<file path="src/rtl/f2f_pkg.sv">
package f2f_pkg;

  localparam int FLT_W  = 32;
  localparam int EXP_W  = 8;
  localparam int MAN_W  = 23;
  localparam int BIAS   = 127;
  localparam int SIG_W  = MAN_W + 1;

  typedef struct packed {
    logic             sgn;
    logic [EXP_W-1:0] ex;
    logic [MAN_W-1:0] fr;
  } flt_t;

  // Round-to-nearest, ties-to-even increment decision.
  function automatic logic f2f_round_inc(input logic lsb, input logic guard,
                                         input logic sticky);
    return guard & (sticky | lsb);
  endfunction

  // Biased exponent from leading-one position, rounding carry and mode shift.
  function automatic logic [EXP_W-1:0] f2f_exp_field(input int unsigned pos,
                                                     input logic carry,
                                                     input int unsigned shift);
    int e;
    e = BIAS + int'(pos) + int'(carry) - int'(shift);
    return e[EXP_W-1:0];
  endfunction

endpackage

</file>
<file path="src/rtl/f2f_sign_mag.sv">
module f2f_sign_mag #(
  parameter int W = 32
) (
  input  logic [W-1:0] word,
  output logic         sgn,
  output logic [W-1:0] mag
);

  // Unsigned magnitude of W bits: the most negative word maps to 2^(W-1).
  function automatic logic [W-1:0] abs_val(input logic [W-1:0] x);
    return x[W-1] ? (~x + W'(1)) : x;
  endfunction

  always_comb begin
    sgn = word[W-1];
    mag = abs_val(word);
  end

  // Only the most negative word may produce a magnitude with its top bit set.
  always_comb begin
    if (mag[W-1]) begin
      AST_MAG_TOP_ONLY_MINNEG: assert (word == {1'b1, {(W-1){1'b0}}});
    end
  end

endmodule

</file>
<file path="src/rtl/f2f_lead_one.sv">
module f2f_lead_one #(
  parameter int W  = 32,
  parameter int PW = (W > 1) ? $clog2(W) : 1
) (
  input  logic [W-1:0]  mag,
  output logic [PW-1:0] pos,
  output logic          any
);

  function automatic logic [PW-1:0] top_one(input logic [W-1:0] x);
    logic [PW-1:0] p;
    p = '0;
    for (int i = 0; i < W; i++) begin
      if (x[i]) p = PW'(i);
    end
    return p;
  endfunction

  always_comb begin
    any = |mag;
    pos = top_one(mag);
  end

  // The reported position must hold the highest set bit of the magnitude.
  always_comb begin
    if (any) begin
      AST_LEAD_POS_EXACT: assert ((mag >> pos) == W'(1));
    end
  end

endmodule

</file>
<file path="src/rtl/f2f_norm_round.sv">
module f2f_norm_round
  import f2f_pkg::*;
#(
  parameter int W         = 32,
  parameter bit FRAC_MODE = 1'b0,
  parameter int PW        = (W > 1) ? $clog2(W) : 1
) (
  input  logic          sgn,
  input  logic [W-1:0]  mag,
  input  logic [PW-1:0] pos,
  input  logic          any,
  output flt_t          res,
  output logic          inexact
);

  localparam int NW        = W + SIG_W;
  localparam int EXP_SHIFT = FRAC_MODE ? (W - 1) : 0;

  logic [NW-1:0]    normx;
  logic [PW-1:0]    shamt;
  logic [MAN_W-1:0] frac_raw;
  logic             guard_bit;
  logic             sticky_bit;
  logic             round_inc;
  logic [SIG_W-1:0] mant_sum;
  logic             mant_carry;
  logic             hidden_bit;

  always_comb begin
    shamt      = PW'(W - 1) - pos;
    normx      = {mag, {SIG_W{1'b0}}} << shamt;
    hidden_bit = normx[NW-1];
    frac_raw   = normx[NW-2 -: MAN_W];
    guard_bit  = normx[NW-2-MAN_W];
    sticky_bit = |normx[NW-3-MAN_W:0];
    round_inc  = f2f_round_inc(frac_raw[0], guard_bit, sticky_bit);
    mant_sum   = {1'b0, frac_raw} + SIG_W'(round_inc);
    mant_carry = mant_sum[MAN_W];
  end

  always_comb begin
    res.sgn = sgn & any;
    if (any) begin
      res.ex = f2f_exp_field(int'(pos), mant_carry, EXP_SHIFT);
      res.fr = mant_sum[MAN_W-1:0];
    end else begin
      res.ex = '0;
      res.fr = '0;
    end
    inexact = any & (guard_bit | sticky_bit);
  end

  always_comb begin
    if (any) begin
      AST_NORM_HIDDEN_SET: assert (hidden_bit);
    end
    if (mant_carry) begin
      AST_CARRY_NEEDS_ROUND: assert (round_inc && inexact);
    end
    if (round_inc) begin
      AST_ROUND_ONLY_INEXACT: assert (inexact);
    end
  end

endmodule

</file>
<file path="src/rtl/fix2flt_conv.sv">
module fix2flt_conv
  import f2f_pkg::*;
#(
  parameter int IN_W      = 32,
  parameter bit FRAC_MODE = 1'b0
) (
  input  logic            clk,
  input  logic            rst,
  input  logic            in_valid,
  input  logic [IN_W-1:0] in_word,
  output logic            out_valid,
  output logic [31:0]     out_float,
  output logic            out_inexact
);

  localparam int PW = (IN_W > 1) ? $clog2(IN_W) : 1;

  logic            sgn_w;
  logic [IN_W-1:0] mag_w;
  logic [PW-1:0]   pos_w;
  logic            any_w;
  flt_t            res_w;
  logic            inexact_w;

  f2f_sign_mag #(.W(IN_W)) u_sign_mag (
    .word (in_word),
    .sgn  (sgn_w),
    .mag  (mag_w)
  );

  f2f_lead_one #(.W(IN_W), .PW(PW)) u_lead_one (
    .mag (mag_w),
    .pos (pos_w),
    .any (any_w)
  );

  f2f_norm_round #(.W(IN_W), .FRAC_MODE(FRAC_MODE), .PW(PW)) u_norm_round (
    .sgn     (sgn_w),
    .mag     (mag_w),
    .pos     (pos_w),
    .any     (any_w),
    .res     (res_w),
    .inexact (inexact_w)
  );

  always_ff @(posedge clk) begin
    if (rst) begin
      out_valid   <= 1'b0;
      out_float   <= '0;
      out_inexact <= 1'b0;
    end else begin
      out_valid <= in_valid;
      if (in_valid) begin
        out_float   <= res_w;
        out_inexact <= inexact_w;
      end
    end
  end

  AST_VALID_FOLLOWS: assert property (@(posedge clk) disable iff (rst)
    in_valid |=> out_valid);
  AST_IDLE_FOLLOWS: assert property (@(posedge clk) disable iff (rst)
    !in_valid |=> !out_valid);
  AST_ZERO_IS_POS_ZERO: assert property (@(posedge clk) disable iff (rst)
    (in_valid && in_word == '0) |=> (out_float == 32'h0 && !out_inexact));
  AST_SIGN_CARRIED: assert property (@(posedge clk) disable iff (rst)
    (in_valid && in_word != '0) |=> out_float[31] == $past(in_word[IN_W-1]));
  AST_SHORT_EXACT: assert property (@(posedge clk) disable iff (rst)
    (in_valid && any_w && int'(pos_w) < SIG_W) |=> !out_inexact);

endmodule

</file>
<file path="config.mk">
export PLATFORM = sky130hd
export DESIGN_NAME = fix2flt_conv
export DESIGN_NICKNAME = d
export VERILOG_FILES = /design/src/rtl/f2f_pkg.sv /design/src/rtl/f2f_sign_mag.sv /design/src/rtl/f2f_lead_one.sv /design/src/rtl/f2f_norm_round.sv /design/src/rtl/fix2flt_conv.sv
export SDC_FILE = /design/constraint.sdc
export NUM_CORES = 1
export LEC_CHECK = 0
export BUFFER_PORTS_ARGS = -buffer_cell sky130_fd_sc_hd__buf_2
export CORE_MARGIN = 2
export CORE_UTILIZATION = 40
export CTS_CLUSTER_SIZE = 12
export DETAILED_ROUTE_END_ITERATION = 12
export PLACE_DENSITY = 0.57
export SYNTH_ARGS = -nofsm -noshare
export SYNTH_HDL_FRONTEND = slang
export SYNTH_SLANG_ARGS = --single-unit
</file>
<file path="constraint.sdc">
create_clock -name clk -period 12.4 [get_ports clk]
set_input_delay 0.62 -clock clk [delete_from_list [all_inputs] [get_ports clk]]
set_output_delay 0.62 -clock clk [all_outputs]
set_load 0.005 [all_outputs]
</file>
==> results.cfg, run 1 <==
[synthesis]
synth_warnings = 0
ys.flop_type = dfxtp_1
synth_edf_count = 0
ys_async_sr_fraction = 0
syn-instance-count = 783
syn_area_per_cell_um2 = 6.99
synth_seq_area_share = 0.124
synth_cell_types = 93
syn-cell-area_um2 = 5470
ys_seq_elements = 34
syn_nets = 823

[power_and_ir_drop]
power.density_nw_per_um2 = 97.6
peakVddDrop_mv = 0.0489
leakage_nw = 2.15

[placed_design]
dpl.hpwl_um = 16300
post-place-ws_ps = 4920
port_buffers = 68
place.gp.congestion = 1.01

[finish]
syn_to_final_growth_pct = 9.38
final_common_cell = nand2_1
final_nets = 848
n_antenna_cell = 0
layout_common_cells = nand2_1 (72), nor2_1 (68), buf_2 (68), o21ai_0 (60), nand3_1 (39)
drive_above_1_share = 0.163

[sta]
finalMaxSlewViolations = 0
setup_violations = 0
worst_pin_slew_ps = 989
setup_ws_ps = 5050
slew-limit-headroom = 0.340
rsz0062_at_grt = no
setup-tns-final_ps = 0
skew_ps = 0
clock.fmax_mhz = 136
fin_crit_sh = 0.593
hold_violations = 0
fin_crit_ps = 7350

[clock_network]
root_buffer = clkbuf_16
clkSinkCount = 34
post_cts_buffers = 0
htree_levels = 2
cts_made_buffers = 5
cts_hold_buf = 0
cts_tree = yes
worstSkewPairLatency_ps = 280
clk_path_buf_depth = 2
cts_resized = 0
cts.reportedPaths.clkPinSlew_ps = 50

[hold_path]
worstHoldEndpoint = out_float[13]
worstHoldStart = out_float[13]
worstHoldPathCells = 2
hold_path.class = flop to flop

[grt]
grt_max_degree = 55
grt_pass1_wl_um = 33700
antenna_found_initial = 0
grt_use_total = 0.286
overflow = 0
grt_pass1_vias = 6197

[setup_path]
criticalPathCategory = primary input to flop
end_kind = flop
path_max_fanout = 34
r2r_cells = 1
required_ps = 12550
rr_startpoint = out_float[16]
r2r_slack_ps = 11670
worstPathArrival_ps = 7500
r2r_end = out_float[16]
cp-start-kind = primary input

[detailed_routing]
drtPass1Iterations = 5
initialDrtViolationCount = 667
vias_per_cell = 6.76
wl_per_cell_um = 21.4
post-route-drc-count = 0
routed_wl_um = 21000
dr_total_vias = 6647
ant_nets = 0

[floorplanning]
core.rowCount = 42
initial_core_util = 0.411
fp.dieW_um = 121
die_height_um = 121
dieArea_um2 = 14600
core_um2 = 13300
ioPinCount = 69

[status]
status = finished clean

[run]
cap_violations = 0
## worst max path at each step
stage / startpoint / to / slack, ps / depth (start not counted)
global route: in_word[0] / out_float[27] / 4600 / 24
global placement: in_word[0] / out_float[27] / 5060 / 24
floorplan: in_word[0] / out_float[27] / 6270 / 26
CTS: in_word[0] / out_float[27] / 5180 / 24
detailed placement: in_word[0] / out_float[27] / 4920 / 24
finish: in_word[0] / out_float[27] / 5050 / 24
## stage by stage
stage / utilization / power [mW] / instance area, um2 / hold slack [ps] / std cells
after floorplan: - / 0.363 / 5470 / 442 / 783
after global routing: 0.450 / 0.621 / 5980 / 469 / 984
after CTS: 0.450 / 0.577 / 5980 / 447 / 984
after global placement: 0.440 / 0.459 / 5850 / 429 / 977
after detailed placement: 0.440 / 0.458 / 5850 / 439 / 977
final: 0.450 / 0.584 / 5980 / 443 / 984
## state kept, by name, indices dropped and copies added (netlist names)
register / flops
out_float: 32
out_inexact: 1
out_valid: 1
## worst max-delay path, stage by stage
cell	delay [ps]
buf_2	190
inv_1	130
ha_1	300
nor3b_2	370
nand4_1	430
o31ai_1	430
xnor2_1	230
a211o_1	310
or4b_1	560
o21ai_2	140
buf_4	330
inv_2	330
o211ai_1	510
nand2_1	170
o221ai_1	560
nand4_2	260
nor2_1	310
and3_1	200
nand3_1	120
ha_1	240
ha_1	230
and4_1	170
o31ai_1	230
a21oi_1	90
## power by group
group / leakage [nW] / switching (mW) / internal, mW
sequential: 0.281 / 0.00590 / 0.122
combinational: 1.80 / 0.222 / 0.116
clock: 0.0694 / 0.0445 / 0.0724
## cell usage after synthesis (all sizes together), types with 7 or more instances
master | number | share of area
a31oi | 8 | 0.0091
or3 | 9 | 0.010
and3 | 12 | 0.014
o31ai | 18 | 0.025
clkbuf | 40 | 0.027
o22ai | 13 | 0.015
dfxtp | 34 | 0.12
a211oi | 14 | 0.022
nand4 | 18 | 0.022
nor3 | 25 | 0.026
xnor2 | 28 | 0.045
a211o | 7 | 0.011
buf | 18 | 0.018
a21oi | 38 | 0.035
mux2 | 13 | 0.027
or4 | 10 | 0.014
inv | 14 | 0.010
nor4 | 14 | 0.027
a22oi | 11 | 0.015
or2 | 8 | 0.0091
nor2 | 69 | 0.050
o221ai | 7 | 0.011
o21ai | 72 | 0.066
nand2 | 72 | 0.049
nand3 | 39 | 0.036
o211ai | 24 | 0.033
xor2 | 20 | 0.033
mux2i | 11 | 0.020
## cells by family (layout without fill, tap and decap cells)
kind of cell	after synthesis	in the layout	synth area share
compound gates	291	291	0.379
xor+xnor	48	48	0.0782
fa+ha+maj	5	5	0.0114
buf+inv	73	98	0.0565
flops	34	34	0.124
mux	25	25	0.0510
simple gates	307	307	0.300
## layout make-up
type | count | area [um2]
Timing Repair Buffer | 76 | 400
Multi-Input combinational cell | 676 | 4490
Tap cell | 176 | 220
Clock inverter | 2 | 10.0
Inverter | 15 | 58.8
Fill cell | 1414 | 7310
Clock buffer | 5 | 125
Sequential cell | 34 | 681
## routing by layer
layer,GRT usage,part of all wire,vias up
met2,0.452,0.45,360
li1,-,-,3081
met5,0,0,-
met1,0.389,0.43,3139
met4,0.109,0.037,0
met3,0.0442,0.075,67
No activity file was read; power rests on OpenSTA's default activity.
==> run 2: changes to the inputs <==
Settings changed: PLACE_DENSITY 0.57 to 0.59.
Clock period 12.4 ns to 6.14 ns, I/O delays scaled along.
==> results.cfg, run 2 (synthesis results as in run 1) <==
[power_and_ir_drop]
leakage_nw = 2.75
peakVddDrop_mv = 0.105
power.density_nw_per_um2 = 194

[sta]
fin_crit_sh = 0.933
whs_ps = 333
worst_pin_slew_ps = 968
clock.fmax_mhz = 175
rsz0062_at_grt = no
fin_crit_ps = 5730
finalMaxSlewViolations = 0
setup-tns-final_ps = 0
setup_violations = 0
slew-limit-headroom = 0.352
skew_ps = 0
hold_violations = 0

[clock_network]
cts_tree = yes
clkSinkCount = 34
worstSkewPairLatency_ps = 280
cts.reportedPaths.clkPinSlew_ps = 60
post_cts_buffers = 0
root_buffer = clkbuf_16
clk_path_buf_depth = 2
cts_made_buffers = 5
htree_levels = 2
cts_hold_buf = 0

[detailed_routing]
initialDrtViolationCount = 575
wl_per_cell_um = 20.5
ant_nets = 0
vias_per_cell = 6.39
routed_wl_um = 22700
drtPass1Iterations = 5
post-route-drc-count = 0
dr_total_vias = 7081

[floorplanning]
core_um2 = 13300
fp.dieW_um = 121
ioPinCount = 69
initial_core_util = 0.411
dieArea_um2 = 14600
die_height_um = 121
core.rowCount = 42

[setup_path]
rr_startpoint = out_float[16]
required_ps = 6300
end_kind = flop
r2r_slack_ps = 5430
r2r_cells = 1
criticalPathCategory = primary input to flop
r2r_end = out_float[16]
worstPathArrival_ps = 5880
path_max_fanout = 11
cp-start-kind = primary input

[placed_design]
place.gp.congestion = 0.938
port_buffers = 68
dp.cells = 1100
dpl.hpwl_um = 18600

[finish]
final_nets = 971
top_regs = out_float (32), out_inexact (1), out_valid (1)
final_common_cell = buf_4
layout_common_cells = buf_4 (130), nand2_1 (72), nor2_1 (68), buf_2 (68), o21ai_0 (59)
final_core_util = 0.522
largest_register_ff_count = 32
n_antenna_cell = 0
syn_to_final_growth_pct = 26.8
final_cell_count_no_fill = 1108
nFillCells = 1358
drive_above_1_share = 0.275
largest-register = out_float

[grt]
grt_pass1_vias = 6716
grt_pass1_wl_um = 36000
antenna_found_initial = 0
overflow = 0
grt_max_degree = 54
grt_use_total = 0.308

[hold_path]
worstHoldStart = in_valid
hold_path.class = primary input to flop
worstHoldPathCells = 3
worstHoldEndpoint = out_float[4]

[status]
status = finished clean

[run]
cap_violations = 0
==> run 2: cell types whose count changed in the layout (fill, tap and decap cells not counted), sizes merged <==
cell,change
clkinvlp,+1
clkbuf,+1
buf,+123
clkinv,-1
==> run 2: cell type report <==
class / count / area, um2 / area share
multi-input combinational: 676 / 4490 / 0.647
tap: 176 / 220 / 0.0317
inverter: 15 / 58.8 / 0.00848
clock buffer: 6 / 139 / 0.0200
timing repair buffer: 199 / 1340 / 0.193
sequential: 34 / 681 / 0.0981
clock inverter: 2 / 12.5 / 0.00180
==> run 2: worst max-delay path: stages <==
cell and delay [ps]:
buf_2 110, inv_1 100, ha_1 290, or3b_2 530
o41ai_2 350, xor2_1 340, nand2_1 140, a221oi_2 330
o2111a_1 340, nor2_8 70, inv_4 120, buf_4 160
mux2_2 410, o22ai_1 260, nor3_1 80, a211oi_1 360
buf_4 190, nand4_1 140, nor3_2 190, nand3_1 160
ha_1 230, ha_1 200, and4_1 150, o31ai_1 240
a21oi_1 90
==> run 2: where the power goes <==
part	internal [mW]	total, mW	switching (mW)
clock network	0.160	0.258	0.0972
logic	0.352	0.831	0.478
registers	0.247	0.259	0.0116
==> run 2: worst max path at each step <==
| stage | slack, ps | cells after the start | to | startpoint |
|---|---|---|---|---|
| finish | 410 | 25 | out_float[27] | in_word[1] |
| global route | 10 | 24 | out_float[27] | in_word[1] |
| CTS | 380 | 25 | out_float[27] | in_word[1] |
| detailed placement | 110 | 25 | out_float[27] | in_word[1] |
| global placement | 250 | 25 | out_float[27] | in_word[0] |
| floorplan | 330 | 26 | out_float[27] | in_word[0] |
==> run 2: per-layer routing <==
layer / global-route usage / part of all wire / vias to the layer above
met5: 0 / 0 / -
met2: 0.512 / 0.47 / 337
met4: 0.163 / 0.055 / 0
met3: 0.0409 / 0.061 / 69
li1: - / - / 3329
met1: 0.385 / 0.42 / 3346
==> run 2: timing repair <==
item / in CTS / in global routing
hold endpoints to repair: 0 / 0
gates resized for setup: 0 / 2
setup endpoints to repair: 0 / 2
==> run 2: per-stage QoR <==
step / power (mW) / setup WS [ps] / area, um2
after floorplan: 0.733 / 327 / 5470
after global placement: 1.08 / 247 / 6780
after detailed placement: 1.08 / 105 / 6780
after CTS: 1.34 / 380 / 6930
after global routing: 1.43 / 12.8 / 6940
final: 1.35 / 414 / 6940
